$ cat config.mk
export PLATFORM = sky130hd
export DESIGN_NAME = irq_flag_ctrl
export DESIGN_NICKNAME = d
export VERILOG_FILES = /design/src/rtl/irqc_pkg.sv /design/src/rtl/irqc_flag_bank.sv /design/src/rtl/irqc_enable_reg.sv /design/src/rtl/irqc_read_mux.sv /design/src/rtl/irq_flag_ctrl.sv
export SDC_FILE = /design/constraint.sdc
export NUM_CORES = 1
export LEC_CHECK = 0
export BUFFER_PORTS_ARGS = -buffer_cell sky130_fd_sc_hd__buf_2
export CAP_MARGIN = 20
export CORE_MARGIN = 4
export CORE_UTILIZATION = 48
export DETAILED_ROUTE_END_ITERATION = 7
export GPL_TIMING_DRIVEN = 0
export PLACE_DENSITY = 0.81
export SYNTH_ARGS = -nofsm -noshare
export SYNTH_HDL_FRONTEND = slang
export SYNTH_SLANG_ARGS = --single-unit
$ cat constraint.sdc
create_clock -name clk -period 1.35 [get_ports clk]
set_input_delay 0.135 -clock clk [delete_from_list [all_inputs] [get_ports clk]]
set_output_delay 0.135 -clock clk [all_outputs]
set_load 0.02 [all_outputs]
$ cat src/rtl/irqc_pkg.sv
package irqc_pkg;
  localparam int DATA_W = 8;
  localparam int FLAG_W = DATA_W - 1;

  localparam int BIT_T1    = 6;
  localparam int BIT_T2    = 5;
  localparam int BIT_SHCLK = 4;
  localparam int BIT_SHDAT = 3;
  localparam int BIT_SH    = 2;

  // Bits allowed to drive the interrupt line
  localparam logic [FLAG_W-1:0] IRQ_SRC_MASK =
    FLAG_W'((1 << BIT_T1) | (1 << BIT_T2) | (1 << BIT_SH));
  // Bits dropped by a shift acknowledge
  localparam logic [FLAG_W-1:0] SH_ACK_MASK =
    FLAG_W'((1 << BIT_SHCLK) | (1 << BIT_SHDAT) | (1 << BIT_SH));

  // Top bit of an enable write selects OR-in versus knock-out
  function automatic logic [FLAG_W-1:0] enable_next(
    input logic [FLAG_W-1:0] cur, input logic [DATA_W-1:0] wd);
    return wd[DATA_W-1] ? (cur | wd[FLAG_W-1:0]) : (cur & ~wd[FLAG_W-1:0]);
  endfunction

  function automatic logic any_pending(
    input logic [FLAG_W-1:0] flg, input logic [FLAG_W-1:0] ena,
    input logic [FLAG_W-1:0] msk);
    return |(flg & ena & msk);
  endfunction
endpackage

$ cat src/rtl/irqc_flag_bank.sv
module irqc_flag_bank #(
  parameter int W = 7
) (
  input  logic         clk,
  input  logic         rst_n,
  input  logic [W-1:0] set_vec,
  input  logic [W-1:0] clr_vec,
  output logic [W-1:0] flag_q
);
  for (genvar i = 0; i < W; i++) begin : g_cell
    logic bit_q;
    always_ff @(posedge clk) begin
      if (!rst_n)          bit_q <= 1'b0;
      else if (set_vec[i]) bit_q <= 1'b1;   // set outranks clear
      else if (clr_vec[i]) bit_q <= 1'b0;
    end
    assign flag_q[i] = bit_q;
  end
endmodule

$ cat src/rtl/irqc_enable_reg.sv
module irqc_enable_reg
  import irqc_pkg::*;
(
  input  logic              clk,
  input  logic              rst_n,
  input  logic              wr,
  input  logic [DATA_W-1:0] wdata,
  output logic [FLAG_W-1:0] en_q
);
  always_ff @(posedge clk) begin
    if (!rst_n)  en_q <= '0;
    else if (wr) en_q <= enable_next(en_q, wdata);
  end
endmodule

$ cat src/rtl/irqc_read_mux.sv
module irqc_read_mux
  import irqc_pkg::*;
#(
  parameter int              ADDR_W    = 2,
  parameter logic [ADDR_W-1:0] FLAG_ADDR = 1,
  parameter logic [ADDR_W-1:0] ENAB_ADDR = 2
) (
  input  logic [ADDR_W-1:0] addr,
  input  logic [FLAG_W-1:0] flag_q,
  input  logic [FLAG_W-1:0] en_q,
  output logic [DATA_W-1:0] rd_data
);
  always_comb begin
    if (addr == FLAG_ADDR)
      rd_data = {any_pending(flag_q, en_q, '1), flag_q};
    else if (addr == ENAB_ADDR)
      rd_data = {1'b1, en_q};
    else
      rd_data = '0;
  end
endmodule

$ cat src/rtl/irq_flag_ctrl.sv
module irq_flag_ctrl
  import irqc_pkg::*;
#(
  parameter int              ADDR_W    = 2,
  parameter logic [ADDR_W-1:0] FLAG_ADDR = 1,
  parameter logic [ADDR_W-1:0] ENAB_ADDR = 2
) (
  input  logic              clk,
  input  logic              rst_n,
  input  logic [ADDR_W-1:0] addr,
  input  logic              wr_en,
  input  logic [DATA_W-1:0] wr_data,
  output logic [DATA_W-1:0] rd_data,
  input  logic              t1_evt,
  input  logic              t2_evt,
  input  logic              sh_evt,
  input  logic              sh_dat_evt,
  input  logic              sh_clk_evt,
  input  logic              t1_ack,
  input  logic              t2_ack,
  input  logic              sh_ack,
  output logic              irq
);
  // Named internal events, visible to the bound checker
  logic              flag_wr;
  logic              enab_wr;
  logic [FLAG_W-1:0] set_vec;
  logic [FLAG_W-1:0] clr_vec;
  logic [FLAG_W-1:0] flag_q;
  logic [FLAG_W-1:0] en_q;

  assign flag_wr = wr_en && (addr == FLAG_ADDR);
  assign enab_wr = wr_en && (addr == ENAB_ADDR);

  always_comb begin
    set_vec            = '0;
    set_vec[BIT_T1]    = t1_evt;
    set_vec[BIT_T2]    = t2_evt;
    set_vec[BIT_SHCLK] = sh_clk_evt;
    set_vec[BIT_SHDAT] = sh_dat_evt;
    set_vec[BIT_SH]    = sh_evt;

    clr_vec = flag_wr ? wr_data[FLAG_W-1:0] : '0;
    if (t1_ack) clr_vec[BIT_T1] = 1'b1;
    if (t2_ack) clr_vec[BIT_T2] = 1'b1;
    if (sh_ack) clr_vec = clr_vec | SH_ACK_MASK;
  end

  irqc_flag_bank #(.W(FLAG_W)) u_flags (
    .clk     (clk),
    .rst_n   (rst_n),
    .set_vec (set_vec),
    .clr_vec (clr_vec),
    .flag_q  (flag_q)
  );

  irqc_enable_reg u_enab (
    .clk   (clk),
    .rst_n (rst_n),
    .wr    (enab_wr),
    .wdata (wr_data),
    .en_q  (en_q)
  );

  irqc_read_mux #(
    .ADDR_W    (ADDR_W),
    .FLAG_ADDR (FLAG_ADDR),
    .ENAB_ADDR (ENAB_ADDR)
  ) u_rmux (
    .addr    (addr),
    .flag_q  (flag_q),
    .en_q    (en_q),
    .rd_data (rd_data)
  );

  assign irq = any_pending(flag_q, en_q, IRQ_SRC_MASK);
endmodule

==> impl_metrics.ini, run 1 <==
[outcome]
status = finished with violations
violations = negative setup slack

[sta]
finalSetupTns_ns = -0.204
fin_crit_sh_pct = 110
fmax_mhz = 674
rsz0062_at_grt = yes
finalSetupViolCount = 2
tightestPinTransition_ns = 0.305
final.setup.worst_slack_ns = -0.133
finalHoldViolations = 0
finalCriticalPeriod_ns = 1.48
finalMaxSlewViolations = 0
clock_skew_ns = 0
max_slew_margin_pct = 79.6

[critical_path]
r2r-end = u_flags.g_cell[2].bit_q
cp.required_ns = 1.22
ff2ff_setup_slack_ns = 0.44
end_kind = output pin
critPathSlowestCell = a222oi_1
cp-start-kind = flip-flop
max_stage_delay_ns = 0.34
cp_cell_sequence = a222oi_1, buf_4, a31oi_1, buf_4
cp.arrival_ns = 1.35
rr_worst_depth = 3
critPathCapture = rd_data[7]
r2r_start = u_flags.g_cell[2].bit_q
crit_path_frequent_cell = buf_4
path_class = reg2out
crit_fanout = 2

[power]
p_leak_nw = 0.455
ir_drop_mv = 0.864
pwr_density_cell_nw_per_um2 = 901

[logic_synthesis]
synth-seq-cells = 12
synthCells = 69
ys_types = 19
yosys_warnings = 0
yosysSeqAreaShare_pct = 35.0
avgSynthCellArea_um2 = 9.94
syn_nets = 90
syn-cell-area_um2 = 686

[global_route]
grtUsageTotal_pct = 18.1
overflow = 0
grtUsageMet1_pct = 21.7
grt.met2_usage_pct = 29.5
use_met3_pct = 5.14
grt_max_degree = 11
grt_pass1_wl_mm = 2.68
grt_most_used_layer = met2
grt_pass1_vias = 622
grt_antenna_before_repair = 0

[floorplan]
io_pins = 30
die_area_um2 = 2100
start_util_pct = 52.0
chipHeight_um = 45.8
core-area_um2 = 1320
rows = 13
die_x_um = 45.8

[clocking]
clkLatencyLatePin_ns = 0.28
cts.clk_slew.worst_paths_ns = 0.08
cts_sinks = 12
cts_tree = yes
htree_levels = 1
cts_root_buf = clkbuf_4
max-clock-path-buffers = 2
cts_buffers = 3

[placement]
dpl_cell_area_um2 = 845
dp_hpwl_mm = 1.31
numPortBuffers = 28
gp_congestion = 0.754

[route]
ant_nets = 0
drt_iter0_drc = 24
wl_per_cell_um = 15.2
wl_mm = 1.81
drt_pass1_iterations = 4
drc = 0
vias_per_cell = 5.75
vias = 684

[cells_and_area]
drive_gt1_share_pct = 43.3
antennaDiodeCount = 0
fillers = 108
layout.nets = 126
area_delta_synth_final_pct = 33.6
post-route-util_pct = 69.5
finalInstanceArea_um2 = 916

[worst_hold_path]
hold_class = in2reg

[flow_run]
drv_cap = 0
-- repair_timing --
action | in CTS | in global routing
pin swaps | 2 | 1
hold buffers | 0 | 0
buffers inserted | 1 | 2
setup endpoints to repair | 2 | 2
resized for setup | 1 | 5
-- power by group --
part | leakage [nW] | total, mW | switching (mW) | internal (mW)
Combinational | 0.335 | 0.151 | 0.0747 | 0.0766
Clock | 0.0210 | 0.294 | 0.130 | 0.164
Sequential | 0.0994 | 0.380 | 0.0103 | 0.369
-- synthesized netlist by cell type (all sizes together) --
| library cell | number | area share (%) |
|---|---|---|
| a222oi | 1 | 1.5 |
| nand2 | 8 | 4.4 |
| a31oi | 1 | 0.91 |
| nor2b | 7 | 7.1 |
| a22oi | 1 | 1.1 |
| buf | 4 | 4.2 |
| nand2b | 6 | 5.5 |
| mux2i | 7 | 10 |
| xnor2 | 1 | 1.3 |
| and2 | 2 | 1.8 |
| nand3b | 1 | 2.9 |
| dfxtp | 12 | 35 |
| a22o | 5 | 6.4 |
| nand4b | 7 | 8.9 |
| inv | 1 | 0.55 |
| o221a | 5 | 8.2 |
-- critical path, delay by kind of cell, from the launching register on --
kind            cells  cell delay (ns)
flops               1             0.33
compound gates      2             0.40
buf+inv             2             0.34
-- cell families after synthesis --
logic type	Yosys count	synth area share (%)
DFF	12	35.0
and+or+nand+nor	31	30.7
buffers and inverters	5	4.74
xor gates and xnor gates	1	1.28
AOI/OAI and AO/OA	13	18.1
muxes	7	10.2
-- metrics by stage --
step | hold WS [ns] | setup WS [ns] | instances | power, mW
after detailed placement | 0.425 | 0.152 | 112 | 0.529
after floorplan | 0.284 | 0.290 | 69 | 0.471
after CTS | 0.138 | -0.125 | 117 | 0.820
after global routing | 0.138 | -0.261 | 119 | 0.861
final | 0.135 | -0.133 | 119 | 0.825
after global placement | 0.417 | 0.140 | 112 | 0.526
-- layer usage --
metal | routed length [um] | part of all wire (%)
met1 | 728 | 40
met2 | 910 | 50
met3 | 148 | 8.2
met4 | 26 | 1.4
met5 | 0 | 0
-- worst min-delay path by stage --
stage               startpoint                       to  slack (ns)  cells after the start
finish                  t1_evt  u_flags.g_cell[6].bit_q        0.13                      2
global route            t2_evt  u_flags.g_cell[5].bit_q        0.14                      2
CTS                     t2_evt  u_flags.g_cell[5].bit_q        0.14                      2
detailed placement      t1_evt  u_flags.g_cell[6].bit_q        0.43                      2
global placement        t1_evt  u_flags.g_cell[6].bit_q        0.42                      2
floorplan                rst_n                flip-flop        0.28                      2
-- placed cells by master, fill, tap and decap left out, types with 2 or more instances in the layout --
| cell | netlist | final |
|---|---|---|
| nor2b_1 | 5 | 5 |
| dfxtp_2 | 0 | 3 |
| buf_4 | 1 | 5 |
| a22o_1 | 5 | 5 |
| and2_1 | 2 | 2 |
| nand2b_1 | 6 | 6 |
| o221a_1 | 5 | 5 |
| buf_2 | 2 | 28 |
| dfxtp_1 | 12 | 9 |
| clkbuf_4 | 0 | 3 |
| nor2b_2 | 2 | 2 |
| nand4b_1 | 7 | 7 |
| buf_6 | 1 | 2 |
| nand2_1 | 8 | 8 |
| mux2i_1 | 7 | 7 |
-- cell type report --
| cell class | count | area [um2] | area share [%] |
|---|---|---|---|
| multi-input cells | 52 | 413 | 45.1 |
| flip-flops and latches | 12 | 244 | 26.6 |
| repair buffers | 31 | 171 | 18.7 |
| clock buffers | 4 | 36.3 | 3.96 |
| plain buffers | 4 | 28.8 | 3.14 |
| well taps | 15 | 18.8 | 2.05 |
| inverters | 1 | 3.75 | 0.410 |
Note: power is estimated with default switching activity, not from simulation.
==> run 2: changes to the inputs <==
- CORE_UTILIZATION: 48 -> 50
- SYNTH_HIERARCHICAL: unset -> 1
==> run 2 against run 1 <==
The run still ends with negative setup slack left. Combinational power grew 6%. Sequential cell count up 2. Via count up 8.5%. Utilization increased by 1.4 points. Final cell count is 13% higher. Maximum frequency decreased by 3.1%. Critical path depth unchanged. Sequential share of layout area increased by 2.6 points. Wire length grew 2.9%. Hold slack got worse by 0.075 ns. Synthesized area is 14% higher.
==> impl_metrics.ini, run 2 <==
[outcome]
status = finished with violations
violations = negative setup slack

[floorplan]
io_pins = 30
die_x_um = 47.5
chipHeight_um = 47.5
die_area_um2 = 2260
rows = 13
start_util_pct = 56.5
core-area_um2 = 1380

[clocking]
cts_root_buf = clkbuf_4
max-clock-path-buffers = 2
cts_tree = yes
cts.clk_slew.worst_paths_ns = 0.09
cts_sinks = 14
htree_levels = 1
cts_buffers = 3
clkLatencyLatePin_ns = 0.27

[cells_and_area]
fillers = 122
mostFrequentLayoutCells = 30 x buf_2, 15 x nand2_1, 9 x dfxtp_1, 9 x nor2b_1
post-route-util_pct = 71.0
area_delta_synth_final_pct = 25.6
antennaDiodeCount = 0
finalInstanceArea_um2 = 981
layout.nets = 141
drive_gt1_share_pct = 40.3
final_common_cell = buf_2

[logic_synthesis]
ys.flop_type = dfxtp_1
synth_xor_area_share_pct = 0
async_reset_ff_share_pct = 0
avgSynthCellArea_um2 = 8.87
synth-seq-cells = 14
synth_top_area_share_pct = 35.9
synth_edf_count = 0
yosysTopAreaCell = dfxtp_1
synthCells = 88
yosys_warnings = 6
synth_top_family_by_area = compound AO/OA/AOI/OAI gates
muxShareOfSynthArea_pct = 8.97
synth.area.top_cells = dfxtp_1 36%, mux2i_1 9.0%, nand2_1 7.2%
ys_types = 20
synth-compound-area-share_pct = 25.0
synth_fa_ha_area_share_pct = 0
syn-cell-area_um2 = 781
synth.most_common_cell = nand2_1
yosysSeqAreaShare_pct = 35.9
synth.top_cells.by_count = 15 x nand2_1, 14 x dfxtp_1, 9 x nor2b_1
yosys.area_share.simple_pct = 19.1

[sta]
fmax_mhz = 653
clock_skew_ns = 0
tightestPinTransition_ns = 0.542
rsz0062_at_grt = yes
worst_hold_slack_ns = 0.0598
finalHoldViolations = 0
finalCriticalPeriod_ns = 1.53
final.setup.worst_slack_ns = -0.181
finalMaxSlewViolations = 0
finalSetupViolCount = 1
max_slew_margin_pct = 63.7
fin_crit_sh_pct = 113

[route]
vias_per_cell = 5.54
wl_per_cell_um = 13.9
drc = 0
drt_iter0_drc = 8
drt_pass1_iterations = 4
ant_nets = 0
vias = 742
wl_mm = 1.87

[global_route]
grt_pass1_wl_mm = 2.77
grt_pass1_vias = 639
grt_max_degree = 9
grt_antenna_before_repair = 0
overflow = 0
grtUsageTotal_pct = 17.7

[power]
p_leak_nw = 0.534
p_total_uw = 907
ir_drop_mv = 0.611
pwr_density_cell_nw_per_um2 = 924

[critical_path]
crit_fanout = 2
end_kind = output pin
cp.required_ns = 1.22
critPathTopFamily = compound AO/OA/AOI/OAI gates
cp.arrival_ns = 1.40
critPathSlowestCell = a222oi_1
cp.buffers_inverters = 1
path_class = reg2out
cp_cell_sequence = a222oi_1, nand3_1, a21o_1, buf_6
max_stage_delay_ns = 0.36
cp-start-kind = flip-flop

[placement]
dp_hpwl_mm = 1.38
numPortBuffers = 29
place_worst_setup_slack_ns = 0.0122
gp_congestion = 0.721
dpl_cell_area_um2 = 948

[flow_run]
drv_cap = 0

[worst_hold_path]
hold_class = in2reg
-- run 2: kinds of logic (layout without fill, tap and decap cells) --
group	count (synthesis)	count (layout)
simple gates	30	30
compound gates	24	24
flops	14	14
buf+inv	12	42
mux	7	7
other cells	1	2
-- run 2: path summary, 6_finish.rpt --
kind                           start                 endpoint  slack (ns)  cells after the start
max                        flip-flop               rd_data[7]       -0.18                      4
min reg2reg                flip-flop                flip-flop        0.49                      2
max reg2reg  u_flags/g_cell[5].bit_q  u_flags/g_cell[5].bit_q        0.60                      2
min                       sh_clk_evt  u_flags/g_cell[4].bit_q        0.06                      2
-- run 2: worst reg2reg max path, cell delays in order (launching register included) --
cell     delay (ns)
dfxtp_2        0.35
nor2b_1        0.13
o21a_1         0.17
-- run 2: area by class of cell --
class                           instances  area [um2]  share of cell area (%)
Tap cell                               15        18.8                    1.91
Clock buffer                            4        36.3                    3.70
Timing Repair Buffer                   30         165                    16.8
Inverter                                1        3.75                   0.383
Sequential cell                        14         287                    29.2
Multi-Input combinational cell         63         422                    43.0
Buffer                                  7        48.8                    4.97
-- run 2: repair_timing --
action                     in CTS  in global routing
setup endpoints to repair       2                  2
hold buffers                    0                  0
gates resized for setup         9                  0
pin swaps                       4                  0
setup buffers                   1                  0
gates cloned                    0                  0
-- run 2: report_power, final --
group / switching (mW) / total [mW] / internal [mW] / leakage, nW
clock network: 0.135 / 0.299 / 0.164 / 0.0210
registers: 0.0145 / 0.448 / 0.433 / 0.117
logic: 0.0785 / 0.160 / 0.0812 / 0.396
total: 0.228 / 0.907 / 0.678 / 0.534
-- run 2: stage by stage --
step / cells / setup TNS (ns)
global route: 134 / -0.340
global placement: 133 / -0.00627
finish: 134 / -0.181
floorplan: 89 / 0
detailed placement: 133 / 0
CTS: 134 / -0.173
-- run 2: per-layer routing --
layer | wire (um) | track usage, % | share of wire [%] | vias to the layer above
li1 | - | - | - | 360
met2 | 850 | 29.4 | 46 | 39
met3 | 155 | 2.26 | 8.3 | 4
met5 | 0 | 0 | 0 | -
met1 | 844 | 23.1 | 45 | 339
met4 | 14 | 6.63 | 0.75 | 0
==> run 3: changes to the inputs <==
- SKIP_CTS_REPAIR_TIMING: unset -> 1
==> run 3 against run 2 <==
The run still ends with negative setup slack left. Die area is the same. Non-clock buffer count decreased by 1. Largest power group unchanged. Setup slack worse by 0.0087 ns. Critical path depth unchanged. Count of clock-buffer cells in the layout unchanged. Combinational power hardly changed.
==> impl_metrics.ini, run 3 (synthesis results as in run 2) <==
[sta]
finalMaxSlewViolations = 0
tightestPinTransition_ns = 0.550
fin_crit_sh_pct = 114
finalSetupViolCount = 1
fmax_mhz = 650
final.setup.worst_slack_ns = -0.189
finalCriticalPeriod_ns = 1.54
max_slew_margin_pct = 63.2
clock_skew_ns = 0
finalHoldViolations = 0
rsz0062_at_grt = yes

[floorplan]
io_pins = 30
chipHeight_um = 47.5
die_x_um = 47.5
die_area_um2 = 2260
rows = 13
start_util_pct = 56.5
core-area_um2 = 1380

[route]
vias_per_cell = 5.53
wl_mm = 1.83
drc = 0
drt_iter0_drc = 18
wl_per_cell_um = 13.8
vias = 735
ant_nets = 0
drt_pass1_iterations = 4

[global_route]
grtUsageTotal_pct = 17.3
grt_pass1_wl_mm = 2.70
grt_pass1_vias = 619
overflow = 0
grt_antenna_before_repair = 0
grt_max_degree = 9

[critical_path]
crit_fanout = 4
path_class = reg2out
cp-start-kind = flip-flop
cp.required_ns = 1.22
cp.arrival_ns = 1.40
end_kind = output pin

[cells_and_area]
drive_gt1_share_pct = 39.8
mostFrequentLayoutCells = 30 x buf_2, 15 x nand2_1, 9 x dfxtp_1, 9 x nor2b_1
area_delta_synth_final_pct = 24.7
final_common_cell = buf_2
post-route-util_pct = 70.4
antennaDiodeCount = 0
layout.nets = 140

[power]
switchingPower_uw = 227
sw_frac_of_total_pct = 25.1
p_leak_nw = 0.528
internal-power_uw = 678
seq_power_share_pct = 49.5
p_comb_share_pct = 17.4
clockPowerShare_pct = 33.1
ir_drop_mv = 0.611
pwr_density_cell_nw_per_um2 = 930

[worst_hold_path]
hold_class = in2reg

[clocking]
clkLatencyLatePin_ns = 0.27
cts_root_buf = clkbuf_4
cts_buffers = 3
cts.clk_slew.worst_paths_ns = 0.09
max-clock-path-buffers = 2
htree_levels = 1
cts_tree = yes
cts_sinks = 14

[placement]
numPortBuffers = 29
place_worst_setup_slack_ns = 0.0122
dp_hpwl_mm = 1.38
gp_congestion = 0.721

[flow_run]
drv_cap = 0

[outcome]
violations = negative setup slack
status = finished with violations
==> run 3: cell types whose count changed in the layout (fill, tap and decap cells not counted) <==
cell	previous run	this run
buf_4	4	3
==> run 3: layout make-up <==
type / count / area, um2
well taps: 15 / 18.8
fillers: 122 / 409
inverters: 1 / 3.75
flip-flops and latches: 14 / 287
repair buffers: 29 / 158
clock buffers: 4 / 36.3
multi-input cells: 63 / 422
plain buffers: 7 / 48.8
==> run 3: power groups by stage <==
stage / Sequential [mW] / Clock (mW) / Combinational (mW)
4_1_cts: 0.442 / 0.312 / 0.168
2_1_floorplan: 0.448 / 0 / 0.106
3_5_place_dp: 0.451 / 0 / 0.168
6_report: 0.448 / 0.299 / 0.158
3_3_place_gp: 0.450 / 0 / 0.164
5_1_grt: 0.450 / 0.327 / 0.172
==> run 3: worst paths after layout <==
kind                            from                 endpoint  slack, ns  cells after the start
min reg2reg                flip-flop                flip-flop       0.50                      2
min                       sh_clk_evt  u_flags/g_cell[4].bit_q       0.06                      2
max                        flip-flop               rd_data[7]      -0.19                      4
max reg2reg  u_flags/g_cell[5].bit_q  u_flags/g_cell[5].bit_q       0.61                      2
==> run 3: per-stage QoR <==
stage | cells | power [mW] | setup TNS, ns | hold slack [ns] | area, um2
6_report | 133 | 0.905 | -0.189 | 0.0599 | 973
5_1_grt | 133 | 0.949 | -0.303 | 0.0521 | 973
4_1_cts | 137 | 0.922 | -0.385 | 0.0508 | 985
3_5_place_dp | 133 | 0.619 | 0 | 0.347 | 948
3_3_place_gp | 133 | 0.614 | -0.00627 | 0.343 | 948
2_1_floorplan | 89 | 0.554 | 0 | 0.253 | 785
==> run 3: layer usage <==
| layer | vias up | part of all wire, % | wire (um) | GRT usage, % |
|---|---|---|---|---|
| li1 | 357 | - | - | - |
| met4 | 0 | 0 | 0 | 6.63 |
| met3 | 0 | 8.0 | 147 | 2.26 |
| met1 | 348 | 44 | 808 | 23.5 |
| met5 | - | 0 | 0 | 0 |
| met2 | 30 | 48 | 873 | 27.5 |
==> run 3: worst max-delay path: stages, from the launching register on <==
cell,delay [ns]
dfxtp_2,0.35
a222oi_1,0.36
nand3_1,0.12
a21o_1,0.17
buf_6,0.13
